**src/rtl/cv_admit.sv**
```systemverilog
module cv_admit #(
  parameter int W = 8,
  parameter logic [W-1:0] CVEC = 8'b00010110,
  parameter int MW = 8,
  parameter int CW = 16
) (
  input  logic          clk,
  input  logic          rst_n,
  input  logic          req,
  input  logic          pol_sel,
  input  logic          mask_we,
  input  logic [MW-1:0] mask_wd,
  input  logic          clr,
  output logic          load_ok,
  output logic          load_acc,
  output logic [CW-1:0] acc_cnt,
  output logic [CW-1:0] slot_cnt
);
  localparam int IW = (MW > 1) ? $clog2(MW) : 1;
  localparam logic [IW-1:0] LAST = IW'(MW - 1);
  localparam logic [CW-1:0] TOP = '1;

  logic [W-1:0]  stat;
  logic [MW-1:0] mask;
  logic [IW-1:0] idx;
  logic          opp;

  assign load_ok  = ~stat[0];
  assign opp      = req & load_ok;
  assign load_acc = opp & ~(pol_sel & mask[idx]);

  always_ff @(posedge clk) begin
    if (!rst_n) stat <= '0;
    else        stat <= load_acc ? ((stat >> 1) | CVEC) : (stat >> 1);
  end

  always_ff @(posedge clk) begin
    if (!rst_n) begin
      mask <= '0;
      idx  <= '0;
    end else if (mask_we) begin
      mask <= mask_wd;
      idx  <= '0;
    end else if (opp) begin
      idx <= (idx == LAST) ? '0 : idx + 1'b1;
    end
  end

  always_ff @(posedge clk) begin
    if (!rst_n || clr) begin
      acc_cnt  <= '0;
      slot_cnt <= '0;
    end else begin
      if (slot_cnt != TOP) slot_cnt <= slot_cnt + 1'b1;
      if (load_acc && acc_cnt != TOP) acc_cnt <= acc_cnt + 1'b1;
    end
  end


  vec_in_chk: assert property (@(posedge clk) disable iff (!rst_n)
    load_acc |=> ((stat & CVEC) == CVEC));

  top_clear_chk: assert property (@(posedge clk) disable iff (!rst_n)
    !load_acc |=> (stat[W-1] == 1'b0));

  blocked_chk: assert property (@(posedge clk) disable iff (!rst_n)
    !load_ok |-> !load_acc);

  greedy_chk: assert property (@(posedge clk) disable iff (!rst_n)
    (!pol_sel && req && load_ok) |-> load_acc);

  mask_wr_chk: assert property (@(posedge clk) disable iff (!rst_n)
    mask_we |=> (mask == $past(mask_wd) && idx == '0));

  slot_step_chk: assert property (@(posedge clk) disable iff (!rst_n)
    (!clr && slot_cnt != TOP) |=> slot_cnt == $past(slot_cnt) + 1'b1);

  sat_hold_chk: assert property (@(posedge clk) disable iff (!rst_n)
    (!clr && acc_cnt == TOP) |=> acc_cnt == TOP);
endmodule

```
**config.mk**
```make
export PLATFORM = sky130hd
export DESIGN_NAME = cv_admit
export DESIGN_NICKNAME = d
export VERILOG_FILES = /design/src/rtl/cv_admit.sv
export SDC_FILE = /design/constraint.sdc
export NUM_CORES = 1
export LEC_CHECK = 0
export ABC_CLOCK_PERIOD_IN_PS = 1900
export BUFFER_PORTS_ARGS = -buffer_cell sky130_fd_sc_hd__buf_4
export CAP_MARGIN = 20
export CORE_AREA = 2 2 82 84
export DETAILED_ROUTE_END_ITERATION = 7
export DIE_AREA = 0 0 84 86
export SYNTH_ARGS = -nofsm -noshare
export SYNTH_HDL_FRONTEND = slang
export SYNTH_SLANG_ARGS = --single-unit
```
**constraint.sdc**
```tcl
create_clock -name clk -period 1.9 [get_ports clk]
set_input_delay 0.095 -clock clk [delete_from_list [all_inputs] [get_ports clk]]
set_output_delay 0.095 -clock clk [all_outputs]
set_load 0.01 [all_outputs]
```
# == After elaboration in Yosys (flattened, before gate mapping) ==
# Cells that the tools add are included.
# totals
input_bits,14
reg_bits,48
wordCells,26
# op_classes
muxes,4
addsub,3
n_reduce_logical,4
bitwise_logic,6
eq_ne,3
magnitude_cmp,1
# ops
operator,n
"adder 16 x 1 -> 16 bit, second input constant",2
"inequality test 16 bit, second input constant",2
two-way mux 5 bit,1
"less-than comparator 3 x 4 -> 1 bit, second input constant",1
"adder 3 x 1 -> 3 bit, second input constant",1
AND 1 bit,3
binary-select mux 1 bit (select 3 bit),1
"== test 3 bit, second input constant",1
two-way mux 3 bit,1
inverter 1 bit,3
OR reduction 2 bit,1
logical AND 1 bit,1
zero test 1 bit,1
logical OR 1 bit,1
two-way mux 1 bit,1

# == Logic depth before layout (Yosys ltp) ==
# Gate-level depths: netlist (run 1).
# logic_depth
depth_word,6
mapped_depth,8
depth_no_buf,6

# == Worst setup path before layout (run 1) ==
# No wires, ideal clock.
# synth_path
path_kind,register to register
startpoint,register acc_cnt[0]
endpoint,register acc_cnt[0]
path_slack_ns,-0.156
n_path_buf,1
path_stages_with_launch,8
required_time_ns,1.830
arrival_time_ns,1.986
setup_ns,0.070
synth_period_minus_slack_ns,2.056
cell_sequence,dfxtp_1 -> ha_1 -> nand3_1 -> or4_1 -> nand2_1 -> clkbuf_1 -> o21ai_0 -> a21oi_1
# synth_via
elab_chain_len,2
elab_cells_between_ends,3
classes_between,1 x add/sub; 1 x eq/ne; 1 x reduce/logical
# synth_lines
element,line,source
from (decl),16,"output logic [CW-1:0] acc_cnt,"
from (signal assigned),55,if (load_acc && acc_cnt != TOP) acc_cnt <= acc_cnt + 1'b1;
"parallel branches: the longest is 2 deep, another holds adder 16 x 1 -> 16 bit",n/a,
# Parallel ways; which one is timed is not known.
# A chain may end at the register's enable or synchronous reset.

# == Worst setup path after layout (run 1) ==
# layout_path
startpoint,register idx[0]
endpoint,register acc_cnt[13]
# layout_via
elab_chain_len,6
# layout_lines
element,line,source
from (decl),25,logic [IW-1:0] idx;
from (signal assigned),45,idx <= (idx == LAST) ? '0 : idx + 1'b1;
binary-select mux 1 bit (select 3 bit),30,assign load_acc = opp & ~(pol_sel & mask[idx]);
two-way mux 1 bit (not written as such),30,
AND 1 bit,30,
inverter 1 bit,30,
AND 1 bit,30,
logical AND 1 bit,55,
# No other way between the ends. The select of a mux whose other input is x is not followed.

==> impl_metrics.ini, run 1 <==
[critical_path]
cp_max_fo = 7
slowest_stage = mux4_2
critPathArrivalTime_ns = 2.11
crit_type = reg2reg
cp_data_required_time_ns = 2.13
end_kind = register
path_cells = mux4_2 > nand2b_4 > and4_4 > or4_4 > a21oi_1
slowest_delay_ns = 0.48
startpoint_type = register

[layout]
final_cell_mix = buf_4 (71), dfxtp_1 (46), nand2_1 (19), a21oi_1 (19), nor2_1 (15)
fin_cells = 397
multi_input_area_mm2 = 0.00128
diodes = 0
utilization_pct = 47.6
final_common_cell = buf_4
fill_cells = 624
syn2layout_area_growth_pct = 33.0
finalNetCount = 339
seqCellArea_um2 = 966
layout-drive-gt1-share_pct = 29.7

[synthesis]
synth-seq-cells = 48
yosysWarnings = 0
yosysTopAreaCell = dfxtp_1
synthesis.area_mm2 = 0.00225
avgSynthCellArea_um2 = 9.02
yosys.area.top_type_share_pct = 42.8
ys_types = 40
synth_area_leaders = dfxtp_1 (43%), a21oi_1 (4.5%), mux2i_1 (4.5%)
yosysSeqAreaShare_pct = 42.8
syn_nets = 267
syn_inst = 249

[worst_hold_path]
min_path_type = in2reg

[floorplan]
die_h_um = 86
die_x_um = 84
io_pins = 48
dieArea_mm2 = 0.00722
fp.coreArea_mm2 = 0.00628
initial_utilization_pct = 35.8
fp-row-count = 29

[global_route]
met1_usage_pct = 19.4
grt_pass1_wl_um = 8900
grt_pass1_vias = 1938
antenna_found_initial = 0
grt_use_met3_pct = 3.66
grt_busiest_layer = met2
grt-ovfl-total = 0
grt_max_degree = 26
grt_usage_pct = 15.1
grt.met2_usage_pct = 25.9

[sta]
skew_ns = 0.0107
rsz0062_at_grt = yes
tightest_slew_ns = 0.571
period_needed_ns = 1.88
finalHoldViolCount = 0
fmax_mhz = 531
setup_slack_ns = 0.0164
drv_slew = 0
whs_ns = 0.0602
setup_viol = 0
slew_headroom_pct = 60.9
fin_crit_sh_pct = 99.1

[placement]
dp.cells = 388
numPortBuffers = 47
dp_hpwl_um = 3910
pre_cts_slack_ns = 0.0304
gp_congestion = 0.760

[routing]
detail_route.wl_per_cell_um = 14.2
drcViolationCount = 0
num_vias = 2100
firstDrtPassIters = 4
antenna_left = 0
initialDrtViolationCount = 124
via_per_inst = 5.29
drt_wl_total_um = 5650

[pwr]
ir_drop_mv = 0.383
p_leak_nw = 1.13
cellPowerDensity_mw_per_mm2 = 592

[clock_tree]
clkLatencyLatePin_ns = 0.29
cts-hold-fix-buffers = 0
clockRootBuffer = clkbuf_8
cts_htree_levels = 2
cts_buffer_depth = 2
clock_sinks = 48
numCtsBuffers = 5
cts_tree = yes
clk_pin_slew_ns = 0.09

[job]
drv_cap = 0

[outcome]
status = finished, final reports clean
cell usage after synthesis:
master      n
dfxtp_1    48
a21oi_1    20
nand2_1    20
nor2_1     15
nor2b_1    11
mux2i_1    10
o31ai_1    10
or4_1      10
nand3_1     8
nand4_1     8
xnor2_1     8
clkbuf_1    7
nor3_1      7
and2_1      5
and3_1      5
inv_1       5
o21ai_0     5
ha_1        4
or3_1       4
a211oi_1    3
a31oi_1     3
nand2b_1    3
nand3b_1    3
o211ai_1    3
o21a_1      3
a311oi_1    2
a41oi_1     2
and4_1      2
buf_6       2
nor4_1      2
or2_2       2
a2111oi_0   1
a41oi_2     1
and4_4      1
buf_2       1
mux4_2      1
nand2b_4    1
nor3_2      1
nor3b_1     1
xor2_1      1
routing by layer:
metal | share of wire [%] | vias up | wire [um]
met5 | 0 | - | 0
met4 | 0.81 | 0 | 46
met3 | 4.5 | 4 | 256
met2 | 48 | 47 | 2700
met1 | 47 | 983 | 2640
li1 | - | 1066 | -
cells by family after synthesis:
family,count (synthesis),synth area share [%]
AOI/OAI and AO/OA,53,15.4
and+or+nand+nor,109,27.4
DFF,48,42.8
buffers and inverters,15,3.23
muxes,11,5.46
adders and majority gates,4,2.23
xor gates and xnor gates,9,3.51
stage by stage:
step | total power, mW | setup TNS (ns) | instance area, um^2
floorplan | 1.15 | -0.0195 | 2270
global placement | 1.21 | 0 | 2840
detailed placement | 1.21 | 0 | 2840
CTS | 1.78 | -0.00948 | 2920
global route | 1.85 | -0.170 | 2990
finish | 1.77 | 0 | 2990
flip-flops by register name, summed over array words and instances (netlist names):
name      cells
stat          5
slot_cnt     16
acc_cnt      16
mask          8
idx           3
layout make-up:
class / count / share of cell area, %
multi-input cells: 188 / 42.8
flip-flops and latches: 48 / 32.3
repair buffers: 73 / 18.6
well taps: 77 / 3.23
clock buffers: 6 / 2.43
inverters: 5 / 0.628
worst max-delay path, delay by kind of cell, from the launching register on:
kind / cells / cell delay, ns
AO/OA/AOI/OAI: 1 / 0.14
flip-flops: 1 / 0.35
multiplexers: 1 / 0.48
AND/OR/NAND/NOR: 3 / 0.84
where the power goes:
part	internal [mW]	total [mW]	switching (mW)
clock	0.246	0.560	0.314
combinational	0.0807	0.171	0.0899
sequential	1.03	1.04	0.0117
what timing repair did:
| action | in CTS | in global routing |
|---|---|---|
| pin swaps | 0 | 3 |
| gates resized for setup | 1 | 9 |
| endpoints found under the setup margin | 1 | 12 |
| setup buffers | 0 | 1 |
| cloned | 0 | 2 |
worst paths after layout:
check | endpoint | start | depth (start not counted) | slack, ns
worst min-delay path | mask[7]$_SDFFE_PN0P_ | mask_wd[7] | 3 | 0.06
worst max register to register | acc_cnt[13]$_SDFFE_PP0P_ | idx[0]$_SDFFE_PP0P_ | 5 | 0.02
worst min register to register | stat[3]$_SDFF_PN0_ | stat[4]$_SDFF_PN0_ | 1 | 0.44
worst max-delay path | acc_cnt[13]$_SDFFE_PP0P_ | idx[0]$_SDFFE_PP0P_ | 5 | 0.02
Power figures use the tool's default switching activity.
==> inputs of run 2 (changes only) <==
--- a/config.mk
+++ b/config.mk
@@ -5,12 +5,13 @@
 export SDC_FILE = /design/constraint.sdc
 export NUM_CORES = 1
 export LEC_CHECK = 0
-export ABC_CLOCK_PERIOD_IN_PS = 1900
+export ABC_CLOCK_PERIOD_IN_PS = 2000
 export BUFFER_PORTS_ARGS = -buffer_cell sky130_fd_sc_hd__buf_4
 export CAP_MARGIN = 20
 export CORE_AREA = 2 2 82 84
 export DETAILED_ROUTE_END_ITERATION = 7
 export DIE_AREA = 0 0 84 86
+export REMOVE_ABC_BUFFERS = 1
 export SYNTH_ARGS = -nofsm -noshare
 export SYNTH_HDL_FRONTEND = slang
 export SYNTH_SLANG_ARGS = --single-unit
==> constraint.sdc (replaced) <==
create_clock -name clk -period 2 [get_ports clk]
set_input_delay 0.1 -clock clk [delete_from_list [all_inputs] [get_ports clk]]
set_output_delay 0.1 -clock clk [all_outputs]
set_load 0.01 [all_outputs]
==> run 2 against run 1 <==
Core utilization is 0.14 points lower. Sequential cell count unchanged. Register-to-register slack better by 0.07 ns. Final area down 0.29%. Routed wire length decreased by 1.0%. Clock power increased by 7.9%. Maximum frequency is 1.7% lower. Combinational power decreased by 4%. Worst setup slack improved by 0.068 ns. Die area unchanged. Critical path type unchanged. Largest cell class unchanged. Highest routed layer unchanged.
==> impl_metrics.ini, run 2 (synthesized netlist as in run 1, its figures left out) <==
[sta]
fmax_mhz = 522
skew_ns = 0.00934
drv_slew = 0
finalHoldViolCount = 0
rsz0062_at_grt = no
slew_headroom_pct = 60.2
setup_viol = 0
period_needed_ns = 1.92
fin_crit_sh_pct = 95.8
tightest_slew_ns = 0.592

[layout]
finalNetCount = 336
layout-drive-gt1-share_pct = 29.5
fin_cells = 396
diodes = 0
final_common_cell = buf_4
utilization_pct = 47.4
syn2layout_area_growth_pct = 32.6
reg.largest.list = acc_cnt (16), slot_cnt (16), mask (8)
final_cell_mix = buf_4 (69), dfxtp_1 (46), nand2_1 (20)

[clock_tree]
clkLatencyLatePin_ns = 0.30
numCtsBuffers = 5
cts_tree = yes
cts_buffer_depth = 2
clockRootBuffer = clkbuf_8
clock_sinks = 48
cts_htree_levels = 2
clk_pin_slew_ns = 0.08

[global_route]
grt_pass1_vias = 1896
grt_pass1_wl_um = 8960
grt-ovfl-total = 0
grt_use_met3_pct = 3.66
met1_usage_pct = 19.9
grt_max_degree = 25
grt_busiest_layer = met2
antenna_found_initial = 0
grt_usage_pct = 15.2
grt.met2_usage_pct = 25.1

[worst_hold_path]
holdPathEnd = mask[3]$_SDFFE_PN0P_
worstHoldPathCells = 3
hold_start = mask_wd[3]
min_path_type = in2reg

[pwr]
p_leak_nw = 1.13
total_power_mw = 1.76
ir_drop_mv = 0.319
cellPowerDensity_mw_per_mm2 = 590

[critical_path]
cp_data_required_time_ns = 2.23
ff2ff_path_depth = 6
critPathArrivalTime_ns = 2.15
r2r-end = acc_cnt[7]$_SDFFE_PP0P_
crit_type = reg2reg
cp-startpoint = idx[0]$_SDFFE_PP0P_
cp_max_fo = 6
startpoint_type = register
regToRegSetupSlack_ns = 0.08
end_kind = register
crit-reg2reg-launch = idx[0]$_SDFFE_PP0P_

[placement]
dp.cells = 384
dp_hpwl_um = 3850
numPortBuffers = 47
gp_congestion = 0.772

[outcome]
status = finished, final reports clean

[routing]
drcViolationCount = 0
initialDrtViolationCount = 136
via_per_inst = 5.25
detail_route.wl_per_cell_um = 14.1
firstDrtPassIters = 4
drt_wl_total_um = 5590
num_vias = 2079
antenna_left = 0

[floorplan]
dieArea_mm2 = 0.00722
initial_utilization_pct = 35.8
die_x_um = 84
fp.coreArea_mm2 = 0.00628
fp-row-count = 29
io_pins = 48
die_h_um = 86

[job]
drv_cap = 0
-- run 2: stage by stage --
step	instance area, um^2	TNS, ns	worst slack [ns]	hold WS (ns)
final	2980	0	0.0842	0.0614
after global routing	2980	0	0.00336	0.0529
after CTS	2900	0	0.00629	0.0523
after detailed placement	2810	-0.0166	-0.0166	0.368
after global placement	2810	0	0.0615	0.359
after floorplan	2190	0	0.00765	0.218
-- run 2: how the worst max path moves through the flow --
stage / end
final: acc_cnt[7]$_SDFFE_PP0P_
after global routing: acc_cnt[7]$_SDFFE_PP0P_
after CTS: load_acc
after detailed placement: acc_cnt[10]$_SDFFE_PP0P_
after global placement: acc_cnt[3]$_SDFFE_PP0P_
after floorplan: acc_cnt[13]$_SDFFE_PP0P_
-- run 2: critical path, cell delays in order, from the launching register on --
cell and delay [ns]:
dfxtp_2 0.35, mux4_2 0.50, nand2b_4 0.18, and4_4 0.19, buf_4 0.15, or3_1 0.34
a21oi_1 0.14
-- run 2: layer usage --
metal  vias up  routed length [um]  part of all wire (%)
met5         -                   0                     0
met4         0                  63                   1.1
met3         7                 209                   3.7
met2        39                2640                    47
met1       969                2680                    48
li1       1064                   -                     -
-- run 2: power by group --
group	switching, mW	total, mW	internal (mW)	leakage, nW
logic	0.0860	0.165	0.0795	0.690
registers	0.0116	0.988	0.976	0.391
clock network	0.322	0.604	0.283	0.0455
-- run 2: cell type report --
type	instances	area (um^2)
multi-input cells	188	1270
well taps	77	96.3
inverters	5	18.8
clock buffers	8	90.1
repair buffers	70	538
fillers	634	3300
flip-flops and latches	48	963
-- run 2: timing repair --
item | 4_1_cts | 5_1_grt
pin swaps | 0 | 10
setup buffers | 0 | 2
endpoints found under the setup margin | 10 | 11
gates cloned | 0 | 2
endpoints found under the hold margin | 0 | 0
hold buffers | 0 | 0
resized for setup | 1 | 10
==> inputs of run 3 (changes only) <==
--- a/config.mk
+++ b/config.mk
@@ -5,12 +5,13 @@
 export SDC_FILE = /design/constraint.sdc
 export NUM_CORES = 1
 export LEC_CHECK = 0
+export ABC_AREA = 1
 export ABC_CLOCK_PERIOD_IN_PS = 2000
 export BUFFER_PORTS_ARGS = -buffer_cell sky130_fd_sc_hd__buf_4
 export CAP_MARGIN = 20
-export CORE_AREA = 2 2 82 84
+export CORE_AREA = 2 2 87 89
 export DETAILED_ROUTE_END_ITERATION = 7
-export DIE_AREA = 0 0 84 86
+export DIE_AREA = 0 0 89 91
 export REMOVE_ABC_BUFFERS = 1
 export SYNTH_ARGS = -nofsm -noshare
 export SYNTH_HDL_FRONTEND = slang
==> run 3 against run 2 <==
Via count rose by 14%. Sequential cell count is the same. Global-route usage is 0.78 points lower. Maximum frequency increased by 9.1%. Clock skew rose by 0.0015 ns. Combinational power down 4%. Synthesized area increased by 12%. Hold slack worse by 0.031 ns. Highest routed layer unchanged.
==> impl_metrics.ini, run 3 <==
[outcome]
status = finished, final reports clean

[sta]
setup_viol = 0
rsz0062_at_grt = no
drv_slew = 0
slew_headroom_pct = 71.1
finalHoldViolCount = 0
period_needed_ns = 1.76
skew_ns = 0.0109
final.setup.tns_ns = 0
whs_ns = 0.0308
setup_slack_ns = 0.244
fin_crit_sh_pct = 87.8
tightest_slew_ns = 0.433
fmax_mhz = 570

[layout]
reg.largest.list = acc_cnt (16), slot_cnt (16), mask (8)
finalNetCount = 441
utilization_pct = 43.2
final_cell_mix = nand2_1 (78), inv_1 (62), nor2_1 (58)
fin_cells = 523
final_common_cell = nand2_1
syn2layout_area_growth_pct = 22.5
diodes = 0
stdcell_area_mm2 = 0.00308
layout-drive-gt1-share_pct = 18.2

[critical_path]
path_cells = o21ai_0 > nand2_1 > nand3_2 > nand3_4 > nand2_1 > inv_1 > buf_4
crit_type = reg2out
startpoint_type = register
slowest_delay_ns = 0.38
end_kind = output port
critPathArrivalTime_ns = 1.66
path_common_cell = nand2_1
cp_top_family = simple AND/OR/NAND/NOR gates
cp_max_fo = 16
cp_data_required_time_ns = 1.90
path_buf_inv = 2
slowest_stage = dfxtp_2

[synthesis]
yosysWarnings = 0
synth-edff-count = 0
synthesis.area_mm2 = 0.00252
ys_types = 27
synth-seq-cells = 48
ys.flop_type = dfxtp_1
syn_inst = 374
yosysTopAreaCell = dfxtp_1
avgSynthCellArea_um2 = 6.73
yosysMostFrequentCell = nand2_1
ys_async_sr_fraction_pct = 0
synth_area_leaders = dfxtp_1 (38%), nand2_1 (12%), inv_1 (9.2%)
yosys.area.top_type_share_pct = 38.2
synth_common_cells = nand2_1 (78), inv_1 (62), nor2_1 (58)
yosysSeqAreaShare_pct = 38.2

[routing]
drcViolationCount = 0
via_per_inst = 4.52
firstDrtPassIters = 4
num_vias = 2364
drt_wl_total_um = 5560
antenna_left = 0
detail_route.wl_per_cell_um = 10.6
initialDrtViolationCount = 111

[clock_tree]
cts_htree_levels = 2
clk_pin_slew_ns = 0.09
numCtsBuffers = 5
cts-hold-fix-buffers = 0
clockRootBuffer = clkbuf_8
cts_buffer_depth = 2
cts_tree = yes
clkLatencyLatePin_ns = 0.30
clock_sinks = 48

[floorplan]
die_h_um = 91
fp-row-count = 31
dieArea_mm2 = 0.00810
initial_utilization_pct = 35.3
die_x_um = 89
fp.coreArea_mm2 = 0.00714
io_pins = 48

[job]
drv_cap = 0

[pwr]
p_leak_nw = 1.37
total_power_mw = 1.85
ir_drop_mv = 0.271
cellPowerDensity_mw_per_mm2 = 600

[placement]
pre_cts_slack_ns = 0.346
numPortBuffers = 47
dp_hpwl_um = 4180
dp.cells = 515
placed_area_mm2 = 0.00297
gp_congestion = 0.882

[global_route]
grt-ovfl-total = 0
antenna_found_initial = 0
grt_pass1_wl_um = 9540
grt_pass1_vias = 2202
grt_usage_pct = 14.4
grt_max_degree = 23

[worst_hold_path]
min_path_type = in2reg
## run 3: cell count changes after synthesis, moves of 10 or more
cell	before	now
inv_1	5	62
mux2i_1	10	0
nand2_1	20	78
nand3_1	8	23
nor2_1	15	58
nor2b_1	11	0
o21ai_0	5	24
o31ai_1	10	0
or4_1	10	0
## run 3: cells by family (layout without fill, tap and decap cells)
logic type	Yosys count	after routing	share of synthesized area (%)
fa+ha+maj	4	4	1.99
buf+inv	73	123	11.4
xor+xnor	8	8	2.78
simple gates	190	190	35.0
compound gates	51	51	10.6
flops	48	48	38.2
## run 3: path summary, 6_finish.rpt
kind	slack, ns	from	cells past startpoint	end
setup / recovery	0.24	idx[0]$_SDFFE_PP0P_	7	load_acc
hold / removal	0.03	mask_wd[3]	3	mask[3]$_SDFFE_PN0P_
setup reg to reg	0.33	slot_cnt[0]$_SDFFE_PP0P_	10	slot_cnt[9]$_SDFFE_PP0P_
hold reg to reg	0.42	stat[4]$_SDFF_PN0_	2	stat[3]$_SDFF_PN0_
## run 3: power by group
part	total [mW]	switching (mW)	internal, mW	leakage (nW)
Combinational	0.158	0.0943	0.0634	0.927
Clock	0.696	0.324	0.372	0.0552
Sequential	0.997	0.0159	0.981	0.391
Total	1.85	0.435	1.42	1.37
## run 3: area by class of cell
type	instances	area, um^2
inverter	66	253
multi-input combinational	253	1270
sequential	48	962
fill	768	4050
clock buffer	6	72.6
clock inverter	2	35.0
timing repair buffer	49	368
tap	99	124
## run 3: timing repair
item	4_1_cts	5_1_grt
endpoints found under the setup margin	0	1
buffers inserted	0	0
gates resized for setup	0	1
## run 3: worst reg2reg max path, cell delays in order, from the launching register on
cell and delay (ns):
dfxtp_1 0.42, ha_1 0.27, nand2_1 0.10, nor2_2 0.13, nand2_1 0.09, nor2_2 0.13, nand2_2 0.14, nand2_2 0.10
o21ai_0 0.08, nand3_1 0.07, inv_1 0.04
## run 3: layer usage
layer	part of all wire, %	vias up	GRT usage, %
met5	0	-	0
met4	1.1	0	4.60
met3	4.1	6	3.18
met2	45	38	22.9
met1	50	1050	19.3
li1	-	1270	-
